===== src/rtl/isa_io_pkg.sv =====
package isa_io_pkg;
  // fast-clock phases: each bus clock is a LO half then a HI half
  typedef enum logic [2:0] {
    PH_IDLE = 3'd0,
    PH_TS0  = 3'd1,
    PH_TS1  = 3'd2,
    PH_TC0  = 3'd3,
    PH_TC1  = 3'd4,
    PH_END  = 3'd5
  } phase_e;

  // which data clock is under way
  typedef enum logic [1:0] {
    DC_FIRST  = 2'd0,
    DC_SECOND = 2'd1,
    DC_EXTRA  = 2'd2
  } dclk_e;
endpackage


===== src/rtl/isa_io_phase_fsm.sv =====
module isa_io_phase_fsm
  import isa_io_pkg::*;
(
  input  logic   clk,
  input  logic   rst_n,
  input  logic   start,
  input  logic   slave_wide_n,
  input  logic   chan_ready,
  output phase_e phase,
  output dclk_e  dclk,
  output logic   steer,
  output logic   finish
);
  // The last data clock ends on a ready sample taken in any data clock
  // from the second on.
  assign finish = (phase == PH_TC1) && (dclk != DC_FIRST) && chan_ready;

  always_ff @(posedge clk or negedge rst_n) begin
    if (!rst_n) begin
      phase <= PH_IDLE;
      dclk  <= DC_FIRST;
      steer <= 1'b0;
    end else begin
      unique case (phase)
        PH_IDLE: begin
          steer <= 1'b0;
          if (start) phase <= PH_TS0;
        end
        PH_TS0: phase <= PH_TS1;
        PH_TS1: begin
          phase <= PH_TC0;
          dclk  <= DC_FIRST;
        end
        PH_TC0: begin
          phase <= PH_TC1;
          // midpoint of the second data clock: width acknowledge sample
          if (dclk == DC_SECOND) steer <= slave_wide_n;
        end
        PH_TC1: begin
          if (dclk == DC_FIRST) begin
            dclk  <= DC_SECOND;
            phase <= PH_TC0;
          end else if (chan_ready) begin
            phase <= PH_END;
          end else begin
            dclk  <= DC_EXTRA;
            phase <= PH_TC0;
          end
        end
        PH_END: begin
          phase <= PH_IDLE;
          steer <= 1'b0;
        end
        default: phase <= PH_IDLE;
      endcase
    end
  end
endmodule


===== src/rtl/isa_io_cmd_gen.sv =====
module isa_io_cmd_gen
  import isa_io_pkg::*;
(
  input  phase_e phase,
  input  dclk_e  dclk,
  input  logic   is_write,
  output logic   addr_strobe,
  output logic   addr_drive,
  output logic   io_rd_n,
  output logic   io_wr_n,
  output logic   data_drive,
  output logic   rsp_valid,
  output logic   req_ready
);
  logic cmd_on;

  always_comb begin
    addr_strobe = (phase == PH_TS1);
    addr_drive  = (phase == PH_TS1) || (phase == PH_TC0) || (phase == PH_TC1);
    // command starts at the midpoint of the first data clock
    cmd_on      = (phase == PH_TC1) || ((phase == PH_TC0) && (dclk != DC_FIRST));
    io_rd_n     = !(cmd_on && !is_write);
    io_wr_n     = !(cmd_on && is_write);
    // write data is held one half clock past the command
    data_drive  = is_write && ((phase == PH_TS1) || (phase == PH_TC0) ||
                               (phase == PH_TC1) || (phase == PH_END));
    rsp_valid   = (phase == PH_END);
    req_ready   = (phase == PH_IDLE);
  end
endmodule


===== src/rtl/isa_io_datapath.sv =====
module isa_io_datapath #(
  parameter int ADDR_W = 16,
  parameter int SA_W   = 20,
  parameter int DATA_W = 16
) (
  input  logic              clk,
  input  logic              rst_n,
  input  logic              accept,
  input  logic              finish,
  input  logic              req_write,
  input  logic [ADDR_W-1:0] req_addr,
  input  logic [DATA_W-1:0] req_wdata,
  input  logic [DATA_W-1:0] dbus_in,
  input  logic              addr_drive,
  output logic              is_write,
  output logic [SA_W-1:0]   sys_addr,
  output logic [DATA_W-1:0] dbus_out,
  output logic [DATA_W-1:0] rdata
);
  localparam int SA_PAD = SA_W - ADDR_W;

  logic [ADDR_W-1:0] addr_q;
  logic [DATA_W-1:0] wdata_q;
  logic [SA_W-1:0]   addr_ext;

  always_ff @(posedge clk or negedge rst_n) begin
    if (!rst_n) begin
      addr_q   <= '0;
      wdata_q  <= '0;
      is_write <= 1'b0;
      rdata    <= '0;
    end else begin
      if (accept) begin
        addr_q   <= req_addr;
        wdata_q  <= req_wdata;
        is_write <= req_write;
      end
      if (finish) rdata <= dbus_in;
    end
  end

  generate
    if (SA_PAD > 0) begin : g_pad
      assign addr_ext = {{SA_PAD{1'b0}}, addr_q};
    end else begin : g_nopad
      assign addr_ext = addr_q[SA_W-1:0];
    end
  endgenerate

  assign sys_addr = addr_drive ? addr_ext : '0;
  assign dbus_out = wdata_q;
endmodule


===== src/rtl/isa_io_seq.sv =====
module isa_io_seq
  import isa_io_pkg::*;
#(
  parameter int ADDR_W = 16,
  parameter int SA_W   = 20,
  parameter int LA_W   = 7,
  parameter int DATA_W = 16
) (
  input  logic              clk,
  input  logic              rst_n,
  input  logic              req_valid,
  output logic              req_ready,
  input  logic              req_write,
  input  logic [ADDR_W-1:0] req_addr,
  input  logic [DATA_W-1:0] req_wdata,
  output logic              rsp_valid,
  output logic [DATA_W-1:0] rsp_rdata,
  output logic              addr_strobe,
  output logic [SA_W-1:0]   sys_addr,
  output logic [LA_W-1:0]   lat_addr_hi,
  output logic              io_rd_n,
  output logic              io_wr_n,
  output logic [DATA_W-1:0] dbus_out,
  output logic              dbus_oe,
  input  logic [DATA_W-1:0] dbus_in,
  input  logic              slave_wide_n,
  input  logic              chan_ready,
  output logic              steer_req
);
  phase_e phase;
  dclk_e  dclk;
  logic   accept, finish, is_write, addr_drive;

  assign accept      = req_valid && req_ready;
  assign lat_addr_hi = '0;   // I/O space never uses the upper bits

  isa_io_phase_fsm u_fsm (
    .clk          (clk),
    .rst_n        (rst_n),
    .start        (accept),
    .slave_wide_n (slave_wide_n),
    .chan_ready   (chan_ready),
    .phase        (phase),
    .dclk         (dclk),
    .steer        (steer_req),
    .finish       (finish)
  );

  isa_io_cmd_gen u_cmd (
    .phase       (phase),
    .dclk        (dclk),
    .is_write    (is_write),
    .addr_strobe (addr_strobe),
    .addr_drive  (addr_drive),
    .io_rd_n     (io_rd_n),
    .io_wr_n     (io_wr_n),
    .data_drive  (dbus_oe),
    .rsp_valid   (rsp_valid),
    .req_ready   (req_ready)
  );

  isa_io_datapath #(
    .ADDR_W (ADDR_W),
    .SA_W   (SA_W),
    .DATA_W (DATA_W)
  ) u_dp (
    .clk        (clk),
    .rst_n      (rst_n),
    .accept     (accept),
    .finish     (finish),
    .req_write  (req_write),
    .req_addr   (req_addr),
    .req_wdata  (req_wdata),
    .dbus_in    (dbus_in),
    .addr_drive (addr_drive),
    .is_write   (is_write),
    .sys_addr   (sys_addr),
    .dbus_out   (dbus_out),
    .rdata      (rsp_rdata)
  );
endmodule


===== config.mk =====
export PLATFORM = sky130hd
export DESIGN_NAME = isa_io_seq
export DESIGN_NICKNAME = d
export VERILOG_FILES = /design/src/rtl/isa_io_pkg.sv /design/src/rtl/isa_io_phase_fsm.sv /design/src/rtl/isa_io_cmd_gen.sv /design/src/rtl/isa_io_datapath.sv /design/src/rtl/isa_io_seq.sv
export SDC_FILE = /design/constraint.sdc
export NUM_CORES = 1
export LEC_CHECK = 0
export BUFFER_PORTS_ARGS = -buffer_cell sky130_fd_sc_hd__buf_2
export CAP_MARGIN = 0
export CELL_PAD_IN_SITES_DETAIL_PLACEMENT = 1
export CELL_PAD_IN_SITES_GLOBAL_PLACEMENT = 1
export CORE_MARGIN = 2
export CORE_UTILIZATION = 36
export DETAILED_ROUTE_END_ITERATION = 7
export PLACE_DENSITY_LB_ADDON = 0.1
export SLEW_MARGIN = 25
export SYNTH_ARGS = -nofsm -noshare
export SYNTH_HDL_FRONTEND = slang
export SYNTH_HIERARCHICAL = 1
export SYNTH_SLANG_ARGS = --single-unit

===== constraint.sdc =====
create_clock -name clk -period 2.1 [get_ports clk]
set_input_delay 0.525 -clock clk [delete_from_list [all_inputs] [get_ports clk]]
set_output_delay 0.525 -clock clk [all_outputs]
set_load 0.01 [all_outputs]

==> results.yml, run 1 <==
status:
  status: "finished clean"
clock_tree:
  cts_root_buf: "clkbuf_8"
  cts_tree: "built"
  clock_latency_ns: 0.29
  cts_inserted_buffers: 5
  clockBufferDepth: 2
  cts_hold_buf: 0
  htree_levels: 2
  cts.clk_slew.worst_paths_ns: 0.10
  clock_sinks: 55
critical_path:
  crit_buf_inv: 1
  rrSetupSlack_ns: 0.36
  arrival_ns: 1.51
  crit_family: "simple AND/OR/NAND/NOR gates"
  start_kind: "flop"
  worstPathRequired_ns: 1.57
  crit_chain: "or4b_1 > o41a_1 > buf_2"
  cp_max_fo: 4
  endpoint_kind: "primary output"
  timing_worst_setup_path_type: "reg -> out"
  cpMaxStageDelayCell: "or4b_1"
  crit_path_max_incr_delay_ns: 0.53
logic_synthesis:
  syn_area_per_cell_um2: 14.5
  yosysWarnings: 6
  synthCells: 182
  synth-seq-area-share: 0.523
  synthDistinctLibCells: 37
  syn_area_um2: 2630
  synth-seq-cells: 55
grt:
  grt_usage: 0.150
  grt_max_degree: 56
  grt_pass1_wl_mm: 9.26
  met2_usage: 0.240
  grt-ovfl-total: 0
  grt_pass1_vias: 1786
  grtUsageMet3: 0.0277
  grt.met1_usage: 0.214
  top_usage_layer: "met2"
  antenna_found_initial: 0
cells_and_area:
  multi_input_area_um2: 1110
  finalNonFillerCells: 396
  final_cell_area_um2: 3400
  regArea_um2: 1380
  layout.nets: 351
  diodes: 0
  drive_gt1_frac: 0.620
  synthToLayoutAreaGrowth_pct: 29.1
  fill_cells: 779
timing:
  setup_ws_ns: 0.0645
  fmax_ghz: 0.491
  hold-worst-slack_ns: 0.210
  drv_slew: 0
  finalSetupTns_ns: 0
  fin_skew_ns: 0.00488
  finalSetupViolCount: 0
  min_period_over_period: 0.969
  hold_viol_final: 0
  period_minus_slack_ns: 2.04
  rsz0062_at_grt: "true"
power_and_ir_drop:
  p_switching_mw: 1.80
  pwr-share-comb: 0.505
  p_int_mw: 3.39
  irDropWorstVdd_mv: 0.520
  clkPwrFrac: 0.132
  powerDensity_nw_per_um2: 1530
  p_leak_nw: 1.74
  p_sw_frac: 0.346
  p_seq_frac: 0.363
routing:
  drtAntennaViolNets: 0
  first_iter_violations: 64
  wl_mm: 6.06
  wl_per_cell_um: 15.3
  dr.pass1.iters: 4
  drcViolationCount: 0
  post_drt_via_cell_ratio: 4.48
  vias: 1776
die:
  rows: 31
  die_h_um: 89.5
  core-area_um2: 7180
  fp.dieArea_um2: 8020
  start_util: 0.367
  ios: 120
  die_w_um: 89.5
placement:
  place_inst: 386
  gp_congestion: 0.810
  dpl_cell_area_um2: 3240
  place_ws_ns: 0.338
  dpl.hpwl_mm: 4.28
  portBuffers: 108
run:
  drv_cap: 0
min_path:
  hold_class: "in -> async"
## timing repair
action,CTS,global route
gates resized for setup,6,4
setup buffers,0,2
setup endpoints to repair,3,17
cloned,1,0
## cell families (layout without fill, tap and decap cells)
group,Yosys count,count (layout),share of synthesized area
simple gates,34,34,0.0827
compound gates,18,18,0.0466
other cells,2,11,0.00285
mux,49,49,0.267
buf+inv,24,130,0.0789
flops,55,55,0.523
## through the flow
| stage | utilization | total power [mW] |
|---|---|---|
| after detailed placement | 0.452 | 4.44 |
| after global routing | 0.474 | 5.59 |
| after CTS | 0.470 | 5.22 |
| after global placement | 0.452 | 4.40 |
| final | 0.474 | 5.19 |
| after floorplan | - | 3.59 |
## cells in the final DEF (no fill, tap or decap), types with 2 or more instances in the layout
master    count
a21oi_1       2
and2_1       16
buf_12        3
buf_2       108
buf_4         5
buf_6         2
clkbuf_8      5
conb_1       11
dfrtp_1      53
dfrtp_2       2
inv_1         4
mux2_2        9
mux2_4       40
nand2b_4      2
nor2_1        4
nor3_1        2
o21ai_1       4
## worst paths after layout
path | start | to | cells past startpoint
setup reg to reg | u_fsm/phase[1] | u_dp/addr_q[15] | 5
hold reg to reg | u_dp/dbus_out[15] | u_dp/dbus_out[15] | 1
hold / removal | rst_n | u_dp/dbus_out[10] | 2
setup / recovery | u_fsm/phase[0] | io_rd_n | 3
min in group clk | dbus_in[4] | u_dp/rdata[4] | 2
max in group asynchronous | rst_n | u_fsm/phase[1] | 2
## routing by layer
metal  vias to the layer above  share of wire
met2                        53           0.47
li1                        834              -
met5                         -              0
met1                       887           0.46
met3                         2          0.060
met4                         0         0.0048
## cell type report
type,instances,area share
Tap cell,99,0.0364
Clock inverter,2,0.0110
Timing Repair Buffer,118,0.194
Sequential cell,55,0.405
Inverter,5,0.00552
Clock buffer,5,0.0202
Multi-Input combinational cell,112,0.327
## sequential cells by signal (all words and copies together) (netlist names)
name,flops
u_fsm/steer,1
u_dp/rdata,16
u_fsm/dclk,2
u_dp/dbus_out,16
u_dp/is_write,1
u_fsm/phase,3
u_dp/addr_q,16
## synth_stat cells (all sizes together)
library cell / instances / area [um^2]
o21ai: 6 / 30.0
a21o: 1 / 7.51
nor2b: 2 / 15.0
nand3b: 1 / 7.51
and2: 17 / 106
mux2: 49 / 702
a211oi: 1 / 7.51
o22ai: 1 / 6.26
nand2: 1 / 3.75
o21a: 1 / 7.51
a221oi: 1 / 8.76
o2bb2ai: 1 / 8.76
a21oi: 2 / 10.0
clkbuf: 1 / 3.75
buf: 18 / 185
o41a: 1 / 11.3
nor4b: 1 / 8.76
o211ai: 1 / 7.51
o32a: 1 / 10.0
inv: 5 / 18.8
a22oi: 1 / 7.51
dfrtp: 55 / 1380
nand2b: 3 / 18.8
and2b: 1 / 10.0
nor2: 4 / 15.0
or4b: 1 / 10.0
conb: 2 / 7.51
nor4: 1 / 12.5
nor3: 2 / 10.0
## power by group through the flow
stage	sequential (mW)	clock [mW]	combinational, mW
floorplan	2.02	0	1.56
global placement	1.88	0	2.52
detailed placement	1.90	0	2.53
CTS	1.89	0.719	2.61
global route	1.97	0.761	2.86
finish	1.88	0.684	2.62
## worst register-to-register path: cells and delay by family, from the launching register on
family,cells,cell delay (ns)
flops,1,0.43
simple gates,2,0.38
buf+inv,2,0.44
mux,1,0.37
(Power assumes the default switching activity.)
==> inputs of run 2 (changes only) <==
Settings changed: CORE_UTILIZATION 36 to 33.
Clock period 2.1 ns to 1.65 ns, I/O delays scaled along.
==> run 2 against run 1 <==
  * The flow now finishes with violations (negative setup slack)
  * Via count grew 5.9%
  * Clock power grew 13%
  * Design area grew 14%
  * Cell count grew 5.3%
  * Clock skew grew 0.0067 ns
  * Combinational power grew 69%
  * Critical endpoint unchanged
  * Highest routed layer unchanged
==> results.yml, run 2 (synthesized netlist as in run 1, its figures left out) <==
critical_path:
  cpMaxStageDelayCell: "o41a_1"
  endpoint_kind: "primary output"
  worstPathRequired_ns: 1.24
  cp_max_fo: 3
  crit_path_max_incr_delay_ns: 0.43
  arrival_ns: 1.52
  start_kind: "flop"
  crit_chain: "buf_4 > inv_1 > o41a_1 > buf_2"
  crit_family: "compound AO/OA/AOI/OAI gates"
  timing_worst_setup_path_type: "reg -> out"
  crit_buf_inv: 3
clock_tree:
  clockBufferDepth: 2
  clock_sinks: 55
  cts_tree: "built"
  clock_latency_ns: 0.31
  cts_inserted_buffers: 5
  cts.clk_slew.worst_paths_ns: 0.11
  cts_root_buf: "clkbuf_8"
  htree_levels: 2
grt:
  antenna_found_initial: 0
  grt_pass1_vias: 1903
  grt_usage: 0.149
  grt_pass1_wl_mm: 10.2
  grt_max_degree: 56
  grt-ovfl-total: 0
timing:
  finalSetupViolCount: 65
  period_minus_slack_ns: 1.93
  fmax_ghz: 0.518
  min_period_over_period: 1.17
  drv_slew: 0
  finalSetupTns_ns: -8.95
  fin_skew_ns: 0.0115
  hold-worst-slack_ns: 0.0701
  hold_viol_final: 0
  rsz0062_at_grt: "true"
  setup_ws_ns: -0.281
cells_and_area:
  synthToLayoutAreaGrowth_pct: 46.8
  layout.nets: 368
  drive_gt1_frac: 0.705
  final_cell_area_um2: 3870
  layout_common_cells: "buf_2 (91), dfrtp_1 (54), mux2_4 (46), buf_6 (25), and2_4 (17)"
  finalNonFillerCells: 417
  layout_commonest_cell: "buf_2"
  diodes: 0
die:
  ios: 120
  start_util: 0.341
  die_w_um: 93.3
  rows: 32
  die_h_um: 93.3
  fp.dieArea_um2: 8710
  core-area_um2: 7730
run:
  drv_cap: 0
routing:
  first_iter_violations: 32
  post_drt_via_cell_ratio: 4.51
  dr.pass1.iters: 4
  vias: 1881
  drtAntennaViolNets: 0
  wl_per_cell_um: 16.6
  drcViolationCount: 0
  wl_mm: 6.91
power_and_ir_drop:
  irDropWorstVdd_mv: 0.721
  powerDensity_nw_per_um2: 1970
  p_leak_nw: 1.94
min_path:
  hold_class: "in -> async"
placement:
  gp_congestion: 0.706
  place_inst: 395
  place_ws_ns: 0.0243
  portBuffers: 108
  dpl_cell_area_um2: 3310
  dpl.hpwl_mm: 4.46
status:
  violations: "negative setup slack"
  status: "finished, violations left"
[run 2: cell types whose count changed in the layout (fill, tap and decap cells not counted), moves of 2 or more]
cell	change
and2_4	+17
buf_4	+3
nor2_1	-2
buf_6	+23
buf_2	-17
and2_1	-16
clkbuf_16	+5
mux2_4	+6
buf_12	+2
mux2_2	-6
[run 2: through the flow]
step / util / power, mW
after floorplan: - / 4.58
after global placement: 0.428 / 5.72
after detailed placement: 0.428 / 5.78
after CTS: 0.472 / 7.29
after global routing: 0.500 / 8.10
final: 0.500 / 7.62
[run 2: area by class of cell]
| cell class | instances | area (um^2) |
|---|---|---|
| inverters | 5 | 21.3 |
| multi-input cells | 112 | 1210 |
| well taps | 102 | 128 |
| clock buffers | 5 | 68.8 |
| clock inverters | 3 | 22.5 |
| repair buffers | 135 | 1040 |
| fillers | 835 | 3860 |
| flip-flops and latches | 55 | 1380 |
[run 2: path summary, 6_finish.rpt]
path / slack [ns] / endpoint / start / depth (start not counted)
worst max-delay path: -0.28 / io_rd_n / u_fsm/phase[0] / 4
worst min-delay path: 0.07 / u_dp/dbus_out[10] / rst_n / 2
worst max register to register: -0.15 / u_dp/rdata[11] / u_fsm/phase[2] / 7
worst min register to register: 0.51 / u_dp/rdata[3] / u_dp/rdata[3] / 1
max in group asynchronous: 1.28 / u_fsm/phase[2] / rst_n / 2
min in group clk: 0.32 / u_dp/dbus_out[14] / req_wdata[14] / 2
[run 2: worst register-to-register path: cells and delay by family, from the launching register on]
kind,cells,cell delay [ns]
mux,1,0.30
buf+inv,5,0.63
simple gates,1,0.34
flops,1,0.43
[run 2: layer usage]
| metal | global-route usage | vias to the layer above | share of wire |
|---|---|---|---|
| met5 | 0 | - | 0 |
| met4 | 0.0294 | 0 | 0.0065 |
| met3 | 0.0314 | 5 | 0.056 |
| met2 | 0.234 | 69 | 0.49 |
| met1 | 0.213 | 938 | 0.45 |
| li1 | - | 869 | - |
[run 2: where the power goes]
| group | switching [mW] | leakage, nW | internal, mW | total (mW) |
|---|---|---|---|---|
| registers | 0.420 | 0.678 | 2.01 | 2.43 |
| logic | 1.73 | 1.21 | 2.69 | 4.42 |
| clock network | 0.464 | 0.0485 | 0.306 | 0.770 |
| total | 2.62 | 1.94 | 5.00 | 7.62 |
[run 2: what timing repair did]
item / in CTS / in global routing
hold buffers: 0 / 0
endpoints found under the hold margin: 0 / 0
setup buffers: 6 / 3
gates resized for setup: 43 / 22
setup endpoints to repair: 22 / 71
pin swaps: 5 / 5
gates cloned: 1 / 5
